<file path="src/rtl/simd_byte_pkg.sv">
package simd_byte_pkg;
    localparam int OP_W = 3;

    typedef enum logic [OP_W-1:0] {
        SOP_ADD   = 3'd0,
        SOP_SUB   = 3'd1,
        SOP_MINU  = 3'd2,
        SOP_MAXU  = 3'd3,
        SOP_AVGR  = 3'd4,
        SOP_CLAMP = 3'd5,
        SOP_RSV6  = 3'd6,
        SOP_RSV7  = 3'd7
    } simd_op_e;
endpackage

</file>
<file path="src/rtl/simd_lane.sv">
module simd_lane
    import simd_byte_pkg::*;
#(
    parameter int LANE_W = 8
) (
    input  simd_op_e          op_i,
    input  logic [LANE_W-1:0] a_i,
    input  logic [LANE_W-1:0] b_i,
    output logic [LANE_W-1:0] y_o
);
    localparam int SUM_W = LANE_W + 1;
    localparam int CLP_W = LANE_W + 2;
    localparam logic [LANE_W-1:0] PIX_MAX = '1;

    logic [SUM_W-1:0] sum_w;
    logic [SUM_W-1:0] avg_w;
    logic [CLP_W-1:0] clamp_w;
    logic [LANE_W-1:0] clamp_y;

    // widened sums keep the carry out of the lane
    assign sum_w   = {1'b0, a_i} + {1'b0, b_i};
    assign avg_w   = sum_w + SUM_W'(1);
    // unsigned a plus sign-extended b, two guard bits
    assign clamp_w = {2'b00, a_i} + {{2{b_i[LANE_W-1]}}, b_i};

    always_comb begin
        if (clamp_w[CLP_W-1])
            clamp_y = '0;
        else if (clamp_w[CLP_W-2])
            clamp_y = PIX_MAX;
        else
            clamp_y = clamp_w[LANE_W-1:0];
    end

    always_comb begin
        unique case (op_i)
            SOP_ADD:   y_o = sum_w[LANE_W-1:0];
            SOP_SUB:   y_o = a_i - b_i;
            SOP_MINU:  y_o = (a_i < b_i) ? a_i : b_i;
            SOP_MAXU:  y_o = (a_i > b_i) ? a_i : b_i;
            SOP_AVGR:  y_o = avg_w[SUM_W-1:1];
            SOP_CLAMP: y_o = clamp_y;
            SOP_RSV6,
            SOP_RSV7:  y_o = '0;
            default:   y_o = '0;
        endcase
    end
endmodule

</file>
<file path="src/rtl/simd_out_stage.sv">
module simd_out_stage #(
    parameter int  W       = 32,
    parameter bit  REG_OUT = 1'b1
) (
    input  logic         clk,
    input  logic         rst_n,
    input  logic [W-1:0] d_i,
    output logic [W-1:0] q_o
);
    generate
        if (REG_OUT) begin : g_reg
            always_ff @(posedge clk or negedge rst_n) begin
                if (!rst_n)
                    q_o <= '0;
                else
                    q_o <= d_i;
            end
        end else begin : g_comb
            assign q_o = d_i;
        end
    endgenerate
endmodule

</file>
<file path="src/rtl/simd_byte_alu.sv">
module simd_byte_alu
    import simd_byte_pkg::*;
#(
    parameter int LANE_W  = 8,
    parameter int LANES   = 4,
    parameter bit REG_OUT = 1'b1
) (
    input  logic                    clk,
    input  logic                    rst_n,
    input  logic [OP_W-1:0]         op_i,
    input  logic [LANE_W*LANES-1:0] a_i,
    input  logic [LANE_W*LANES-1:0] b_i,
    output logic [LANE_W*LANES-1:0] res_o
);
    localparam int W  = LANE_W * LANES;
    localparam int HI = W - LANE_W;

    simd_op_e       op_e;
    logic [W-1:0]   lane_y;

    assign op_e = simd_op_e'(op_i);

    generate
        for (genvar k = 0; k < LANES; k++) begin : g_lane
            simd_lane #(.LANE_W(LANE_W)) u_lane (
                .op_i (op_e),
                .a_i  (a_i[k*LANE_W +: LANE_W]),
                .b_i  (b_i[k*LANE_W +: LANE_W]),
                .y_o  (lane_y[k*LANE_W +: LANE_W])
            );
        end
    endgenerate

    simd_out_stage #(.W(W), .REG_OUT(REG_OUT)) u_out (
        .clk   (clk),
        .rst_n (rst_n),
        .d_i   (lane_y),
        .q_o   (res_o)
    );

    generate
        if (REG_OUT) begin : g_chk
            // top lane of add depends only on top input lanes
            p_lane_iso_r1: assert property (@(posedge clk) disable iff (!rst_n)
                (op_e == SOP_ADD) |=>
                res_o[W-1:HI] == LANE_W'($past(a_i[W-1:HI]) + $past(b_i[W-1:HI])));

            p_min_bound_r4: assert property (@(posedge clk) disable iff (!rst_n)
                (op_e == SOP_MINU) |=>
                (res_o[LANE_W-1:0] <= $past(a_i[LANE_W-1:0])) &&
                (res_o[LANE_W-1:0] <= $past(b_i[LANE_W-1:0])));

            p_max_bound_r5: assert property (@(posedge clk) disable iff (!rst_n)
                (op_e == SOP_MAXU) |=>
                (res_o[LANE_W-1:0] >= $past(a_i[LANE_W-1:0])) &&
                (res_o[LANE_W-1:0] >= $past(b_i[LANE_W-1:0])));

            p_avg_between_r6: assert property (@(posedge clk) disable iff (!rst_n)
                (op_e == SOP_AVGR) && (a_i[LANE_W-1:0] <= b_i[LANE_W-1:0]) |=>
                (res_o[LANE_W-1:0] >= $past(a_i[LANE_W-1:0])) &&
                (res_o[LANE_W-1:0] <= $past(b_i[LANE_W-1:0])));

            p_clamp_floor_r7: assert property (@(posedge clk) disable iff (!rst_n)
                (op_e == SOP_CLAMP) && !b_i[LANE_W-1] |=>
                res_o[LANE_W-1:0] >= $past(a_i[LANE_W-1:0]));

            p_rsv_zero_r8: assert property (@(posedge clk) disable iff (!rst_n)
                (op_e == SOP_RSV6 || op_e == SOP_RSV7) |=> res_o == '0);
        end
    endgenerate
endmodule

</file>
<file path="config.mk">
export PLATFORM = sky130hd
export DESIGN_NAME = simd_byte_alu
export DESIGN_NICKNAME = d
export VERILOG_FILES = /design/src/rtl/simd_byte_pkg.sv /design/src/rtl/simd_lane.sv /design/src/rtl/simd_out_stage.sv /design/src/rtl/simd_byte_alu.sv
export SDC_FILE = /design/constraint.sdc
export NUM_CORES = 1
export LEC_CHECK = 0
export BUFFER_PORTS_ARGS = -buffer_cell sky130_fd_sc_hd__buf_2
export CORE_ASPECT_RATIO = 0.75
export CORE_MARGIN = 4
export CORE_UTILIZATION = 53
export DETAILED_ROUTE_END_ITERATION = 7
export PLACE_DENSITY_LB_ADDON = 0.1
export SLEW_MARGIN = 40
export SYNTH_ARGS = -nofsm -noshare
export SYNTH_HDL_FRONTEND = slang
export SYNTH_SLANG_ARGS = --single-unit
</file>
<file path="constraint.sdc">
create_clock -name clk -period 0.8 [get_ports clk]
set_clock_uncertainty 0.2 [all_clocks]
set_input_delay 0.04 -clock clk [delete_from_list [all_inputs] [get_ports clk]]
set_output_delay 0.04 -clock clk [all_outputs]
set_load 0.05 [all_outputs]
</file>
==> flow_summary.toml, run 1 <==
[status]
firstError = "[ERROR GRT-0232] Routing congestion too high. Check the congestion heatmap in the GUI."
status = "stopped before the end"
stop_stage = "global routing (5_1_grt)"

[timing]
worstEndpointType = "register data pin"
postGrtWorstEndpoint = "u_out.q_o[23]$_DFF_PN0_/D"

[global_routing]
grt_max_degree = 33
grt_usage_pct = 100
grt_remaining_overflow = 1482

[cts]
numCtsBuffers = 5
clock_sinks = 32
cts_root_buf = "clkbuf_16"
htreeDepth = 2
cts.path.max_buffers = 2

[synthesis]
synth_area_leader_cell = "ha_1"
synth_edf_count = 0
syn-cell-area_mm2 = 0.00646
synth-seq-cells = 32
synth_top_area_share_pct = 13.9
synth_warnings = 0
postSynthCellCount = 869
yosysSeqAreaShare_pct = 12.4
ys_async_sr_fraction_pct = 100
synth_area_leaders = "ha_1, dfrtp_1, a21oi_1, xnor2_1, nor2_1"
syn_nets = 1018
synth_flop_cell = "dfrtp_1"
syn_avg_cell_area_um2 = 7.44
ys_types = 78

[floorplanning]
floorplan.initialDensity_pct = 55.1
die_h_um = 104
row_count = 34
pin_count = 101
die_x_um = 136

[placement]
dp_hpwl_um = 21700
port_buffers = 100
gp_congestion = 1.01
dpl.cell_count = 1413
[routing by layer]
layer	GRT overflow	GRT usage, %
met4	285	109
met2	1185	137
met3	8	71.7
met5	0	25.6
met1	4	88.7
[cell usage after synthesis, types with 14 or more instances]
master	count
a221oi_1	15
xnor2_1	40
nor2_1	79
nor3_1	26
nor2b_1	18
nand2_1	47
dfrtp_1	32
a211oi_1	14
nand3_1	14
o21ai_0	56
xor2_1	16
a221o_1	15
mux2i_1	16
inv_1	76
a21oi_1	88
ha_1	72
clkbuf_1	24
[through the flow]
| step | setup WS, ns | hold slack (ns) | cell area, µm² |
|---|---|---|---|
| 2_1_floorplan | -2.05 | -0.456 | 7060 |
| 3_3_place_gp | -2.17 | -0.189 | 9940 |
| 3_5_place_dp | -2.29 | -0.185 | 9940 |
| 4_1_cts | -1.96 | -0.0264 | 11000 |
[cells by family after synthesis]
kind of cell / share of synthesized area (%)
compound gates: 31.8
xor+xnor: 8.30
fa+ha+maj: 16.4
buf+inv: 7.88
flops: 12.4
mux: 3.04
simple gates: 20.2
[what timing repair did]
action	in CTS
gates cloned	0
hold buffers	1
pin swaps	68
buffers inserted	27
resized for setup	169
setup endpoints to repair	64
endpoints found under the hold margin	36
==> run 2: changes to the inputs <==
--- a/config.mk
+++ b/config.mk
@@ -6,11 +6,10 @@
 export NUM_CORES = 1
 export LEC_CHECK = 0
 export BUFFER_PORTS_ARGS = -buffer_cell sky130_fd_sc_hd__buf_2
-export CORE_ASPECT_RATIO = 0.75
 export CORE_MARGIN = 4
-export CORE_UTILIZATION = 53
+export CORE_UTILIZATION = 38
 export DETAILED_ROUTE_END_ITERATION = 7
-export PLACE_DENSITY_LB_ADDON = 0.1
+export PLACE_DENSITY_LB_ADDON = 0.15
 export SLEW_MARGIN = 40
 export SYNTH_ARGS = -nofsm -noshare
 export SYNTH_HDL_FRONTEND = slang
==> flow_summary.toml, run 2 <==
[setup_path]
cpLargestDelayFamily = "compound AO/OA/AOI/OAI gates"
criticalPathCategory = "in -> reg"
critical_path.max_fanout = 3
startpoint = "a_i[16]"
crit_path_start_kind = "input port"
end_kind = "flop"
path_buf_inv = 6
slowest_delay_ns = 0.34
path_cells = "buf_8 -> buf_6 -> inv_12 -> ha_4 -> inv_2 -> fa_2 -> a21o_1 -> a21o_1 -> a21o_1 -> buf_6 -> buf_6 -> mux2i_4 -> a221o_1 -> a221o_1 -> o21ai_1 -> a21oi_1"
crit_slowest_cell = "a221o_1"
critPathRequiredTime_ns = 0.77
worst_ep_arrival_time_ns = 2.63

[synthesis]
ys_types = 78
synth_area_leader_cell = "ha_1"
syn_nets = 1018
postSynthCellCount = 869
synth_top_area_share_pct = 13.9
yosysSeqAreaShare_pct = 12.4
synth_warnings = 0
synth_edf_count = 0
synth_area_leaders = "ha_1, dfrtp_1, a21oi_1, xnor2_1, nor2_1"
syn_avg_cell_area_um2 = 7.44
synth-seq-cells = 32
yosysMostFrequentCell = "a21oi_1"
syn-cell-area_mm2 = 0.00646
synth_common_cells = "a21oi_1, nor2_1, inv_1, ha_1, o21ai_0"
synth_flop_cell = "dfrtp_1"
ys_async_sr_fraction_pct = 100

[pwr]
powerDensity_mw_per_mm2 = 1300
p_leak_nw = 5.42
power_w = 0.0152
max-vdd-ir-drop_mv = 1.17

[timing]
period_needed_ns = 2.66
setup_violations = 64
slew_headroom_pct = 60.9
finalHoldViolCount = 2
worst_slew_pin_slew_ns = 0.571
post-route-period-util_pct = 333
finalWorstSetupSlack_ns = -1.86
drv_slew = 0
max_freq_mhz = 376
hold_ws_ns = -0.0324
rsz0062_at_grt = "true"

[route]
firstDrtPassIters = 5
drt_first_iter_violations = 594
num_vias = 8510
drt_wl_total_um = 26400
wire_per_inst_um = 17.2
vias_per_cell = 5.54
drc = 0
drtAntennaViolNets = 0

[cts]
postCtsHoldBufs = 1
cts.path.max_buffers = 2
htreeDepth = 2
clk_pin_slew_ns = 0.05
clock_sinks = 32
cts_tree = "done"
cts_root_buf = "clkbuf_16"
numCtsBuffers = 5

[job]
max_cap_viol_count = 0

[worst_hold_path]
worstHoldStart = "b_i[8]"
hp-class = "in -> reg"

[floorplanning]
die_h_um = 138
floorplan.initialDensity_pct = 38.8
die_area_mm2 = 0.0192
row_count = 47
pin_count = 101
core_area_mm2 = 0.0166
die_x_um = 138

[placement]
gp_congestion = 0.949
dp_slack_ns = -2.25
port_buffers = 100
dp_hpwl_um = 20100

[final_layout]
syn_to_final_growth_pct = 81.0
final_cell_mix = "buf_4, nor2_1, a21oi_1, buf_6, inv_1"
insertedDiodeCount = 0
largestRegisters = "u_out.q_o x32"
largest_reg_flops = 32
largest_register = "u_out.q_o"
fin_util_pct = 70.3
final_common_cell = "buf_4"
nNetsFinal = 1465
drive_gt1_share_pct = 53.3

[status]
violations = "negative hold slack, negative setup slack"
status = "finished with violations"

[global_routing]
grt_usage_pct = 25.7
grt_pass1_vias = 8273
antenna_found_initial = 0
grt_max_degree = 33
grt_pass1_wl_um = 41400
grt_remaining_overflow = 0
==> run 2: cell counts after synthesis <==
No cell type changed its count.
==> run 2: worst paths after layout <==
path                       cells after the start       endpoint
setup / recovery                              16  u_out.q_o[19]
hold / removal                                 4   u_out.q_o[8]
max in group asynchronous                      3  u_out.q_o[26]
min in group asynchronous                      3  u_out.q_o[21]
==> run 2: metrics by stage <==
| step | cells | setup TNS (ns) | area [µm²] |
|---|---|---|---|
| after floorplan | 869 | -49.00 | 7060 |
| after global placement | 1491 | -62.48 | 10200 |
| after detailed placement | 1491 | -63.18 | 10200 |
| after CTS | 1527 | -59.15 | 11200 |
| after global routing | 1537 | -63.07 | 11700 |
| final | 1537 | -60.00 | 11700 |
==> run 2: where the power goes <==
part | switching (W) | internal (W) | total [W]
Clock | 0.000763 | 0.00124 | 0.00200
Combinational | 0.00574 | 0.00530 | 0.0110
Sequential | 0.000166 | 0.00197 | 0.00214
==> run 2: area by class of cell <==
class	count	area [µm²]
clock buffer	7	143
clock inverter	1	7.51
fill	1280	4940
inverter	76	359
multi-input combinational	719	6280
sequential	32	840
tap	220	275
timing repair buffer	482	3790
==> run 2: kinds of logic (layout without fill, tap and decap cells) <==
family / after synthesis / after routing / synth area share, %
flops: 32 / 32 / 12.4
simple gates: 259 / 259 / 20.2
mux: 19 / 19 / 3.04
buf+inv: 118 / 566 / 7.88
compound gates: 303 / 303 / 31.8
xor+xnor: 58 / 58 / 8.30
fa+ha+maj: 80 / 80 / 16.4
==> run 2: routing by layer <==
layer	wire length (µm)	GRT usage [%]	vias up
met5	0	0	-
met4	830	7.38	0
met3	1440	2.28	74
met2	12600	44.0	307
met1	11600	34.5	4045
li1	-	-	4084
==> run 2: timing repair <==
action	CTS	global route
pin swaps	75	54
buffers inserted	35	13
hold endpoints to repair	34	1
gates resized for setup	169	75
setup endpoints to repair	64	64
==> run 2: tightest hold or removal path, stage by stage <==
cell and delay, ns:
buf_6 0.09, ha_4 0.12, buf_4 0.10, a21oi_1 0.06
(Power assumes the default switching activity.)
==> run 3: changes to the inputs <==
--- a/config.mk
+++ b/config.mk
@@ -5,6 +5,7 @@
 export SDC_FILE = /design/constraint.sdc
 export NUM_CORES = 1
 export LEC_CHECK = 0
+export ABC_AREA = 1
 export BUFFER_PORTS_ARGS = -buffer_cell sky130_fd_sc_hd__buf_2
 export CORE_MARGIN = 4
 export CORE_UTILIZATION = 38
==> flow_summary.toml, run 3 <==
[route]
drc = 0
drt_first_iter_violations = 560
drt_wl_total_um = 26400
firstDrtPassIters = 5
vias_per_cell = 5.15
wire_per_inst_um = 14.8
num_vias = 9196
drtAntennaViolNets = 0

[cts]
clk_pin_slew_ns = 0.06
cts_tree = "done"
clock_sinks = 32
htreeDepth = 2
numCtsBuffers = 5
postCtsHoldBufs = 1
cts_root_buf = "clkbuf_16"
cts.path.max_buffers = 2

[timing]
hold_ws_ns = -0.592
tns_ns = -39.69
max_freq_mhz = 537
setup_violations = 64
rsz0062_at_grt = "true"
drv_slew = 0
period_needed_ns = 1.86
slew_headroom_pct = 73.4
finalWorstSetupSlack_ns = -1.06
worst_slew_pin_slew_ns = 0.398
finalHoldViolCount = 35
post-route-period-util_pct = 233

[placement]
dp_hpwl_um = 20900
gp_congestion = 0.897
port_buffers = 100
dpl-instance-area_mm2 = 0.0105

[pwr]
powerDensity_mw_per_mm2 = 1180
max-vdd-ir-drop_mv = 1.55
p_leak_nw = 5.83

[setup_path]
critPathRequiredTime_ns = 0.73
worst_ep_arrival_time_ns = 1.79
crit_slowest_cell = "fa_2"
cpLargestDelayFamily = "adder cells"
criticalPathCategory = "in -> reg"
critical_path.max_fanout = 3
slowest_delay_ns = 0.59
path_buf_inv = 3
end_kind = "flop"
path_cells = "buf_8 -> ha_4 -> fa_2 -> ha_4 -> inv_4 -> nor2_4 -> nand3_2 -> nor2_2 -> buf_4 -> nand4_1 -> nand3_1 -> nand4_1"
crit_path_start_kind = "input port"

[floorplanning]
row_count = 48
die_x_um = 142
pin_count = 101
die_h_um = 142
core_area_mm2 = 0.0175
die_area_mm2 = 0.0202
floorplan.initialDensity_pct = 39.1

[final_layout]
syn_to_final_growth_pct = 78.0
nNetsFinal = 1708
final_common_cell = "buf_4"
final_cell_mix = "buf_4, nand2_1, inv_1, nor2_1, nand3_1"
largest_register = "u_out.q_o"
largestRegisters = "u_out.q_o x32"
insertedDiodeCount = 0
drive_gt1_share_pct = 51.5
finalInstanceArea_mm2 = 0.0122
largest_reg_flops = 32

[global_routing]
grt_pass1_wl_um = 41800
antenna_found_initial = 0
grt_remaining_overflow = 0
grt_usage_pct = 24.9
grt_max_degree = 21
grt_pass1_vias = 8897

[worst_hold_path]
hp-class = "in -> async"

[synthesis]
synth_area_leaders = "nand2_1, ha_1, dfrtp_1, inv_1, nand3_1"
synth_top_area_share_pct = 13.8
yosysMostFrequentCell = "nand2_1"
synth_warnings = 0
synth_area_leader_cell = "nand2_1"
ys_async_sr_fraction_pct = 100
yosysSeqAreaShare_pct = 11.7
synth_edf_count = 0
postSynthCellCount = 1135
ys_types = 48
synth_common_cells = "nand2_1, inv_1, nor2_1, nand3_1, o21ai_0"
syn-cell-area_mm2 = 0.00684
syn_avg_cell_area_um2 = 6.03
synth_flop_cell = "dfrtp_1"
syn_nets = 1284
synth-seq-cells = 32

[status]
status = "finished with violations"
violations = "negative hold slack, negative setup slack"

[job]
max_cap_viol_count = 0
## run 3: changes by cell type after synthesis, moves of 16 or more
cell,delta
nand2_1,+205
nand3_1,+89
inv_1,+69
xnor2_1,-38
nor2_1,+34
nand4_1,+29
o21ai_0,+26
inv_2,+22
nor2b_1,-18
mux2i_1,-16
o21ai_1,+16
## run 3: routing by layer
metal	up-vias	share of wire [%]	global-route usage, %
met5	-	0	0
met4	0	1.3	4.09
met3	35	4.9	2.82
met2	250	51	46.1
met1	4292	43	31.6
li1	4619	-	-
## run 3: cell families (layout without fill, tap and decap cells)
| kind of cell | after synthesis | after routing | synth area share [%] |
|---|---|---|---|
| xor gates and xnor gates | 15 | 15 | 2.25 |
| adders and majority gates | 80 | 80 | 15.5 |
| buffers and inverters | 199 | 623 | 11.9 |
| DFF | 32 | 32 | 11.7 |
| and+or+nand+nor | 571 | 572 | 38.5 |
| AOI/OAI and AO/OA | 238 | 238 | 20.1 |
## run 3: area by class of cell
| cell class | instances | area [µm²] |
|---|---|---|
| Multi-Input combinational cell | 905 | 6630 |
| Fill cell | 1432 | 5310 |
| Timing Repair Buffer | 445 | 3550 |
| Inverter | 170 | 727 |
| Sequential cell | 32 | 840 |
| Tap cell | 225 | 282 |
| Clock inverter | 2 | 12.5 |
| Clock buffer | 6 | 129 |
## run 3: final timing paths
kind	from	to	slack [ns]	cells after the start
max	a_i[24]	u_out.q_o[31]	-1.06	12
min	rst_n	u_out.q_o[23]	-0.59	1
max in group asynchronous	rst_n	u_out.q_o[24]	0.58	2
min in group clk	a_i[1]	u_out.q_o[1]	-0.02	4
## run 3: through the flow
stage                     util [%]  std cells  hold WS (ns)  total power (W)  setup WS (ns)
final                         69.6       1785        -0.592           0.0143          -1.06
after global routing          69.6       1785        -0.594           0.0153          -1.17
after CTS                     67.0       1775       -0.0549           0.0138          -1.03
after detailed placement      60.2       1737        -0.292           0.0106          -1.44
after global placement        60.2       1737        -0.298           0.0105          -1.40
after floorplan                  -       1135        -0.456          0.00715          -1.12
## run 3: repair_timing
| action | in CTS | in global routing |
|---|---|---|
| endpoints found under the hold margin | 35 | 32 |
| resized for setup | 228 | 95 |
| pin swaps | 88 | 69 |
| endpoints found under the setup margin | 64 | 96 |
| cloned | 1 | 0 |
| setup buffers | 29 | 13 |
## run 3: power breakdown
| group | switching, W | internal (W) | total [W] | leakage (nW) |
|---|---|---|---|---|
| registers | 0.000191 | 0.00195 | 0.00214 | 0.363 |
| clock network | 0.000761 | 0.00115 | 0.00191 | 0.0669 |
| logic | 0.00571 | 0.00457 | 0.0103 | 5.40 |
| total | 0.00666 | 0.00767 | 0.0143 | 5.83 |
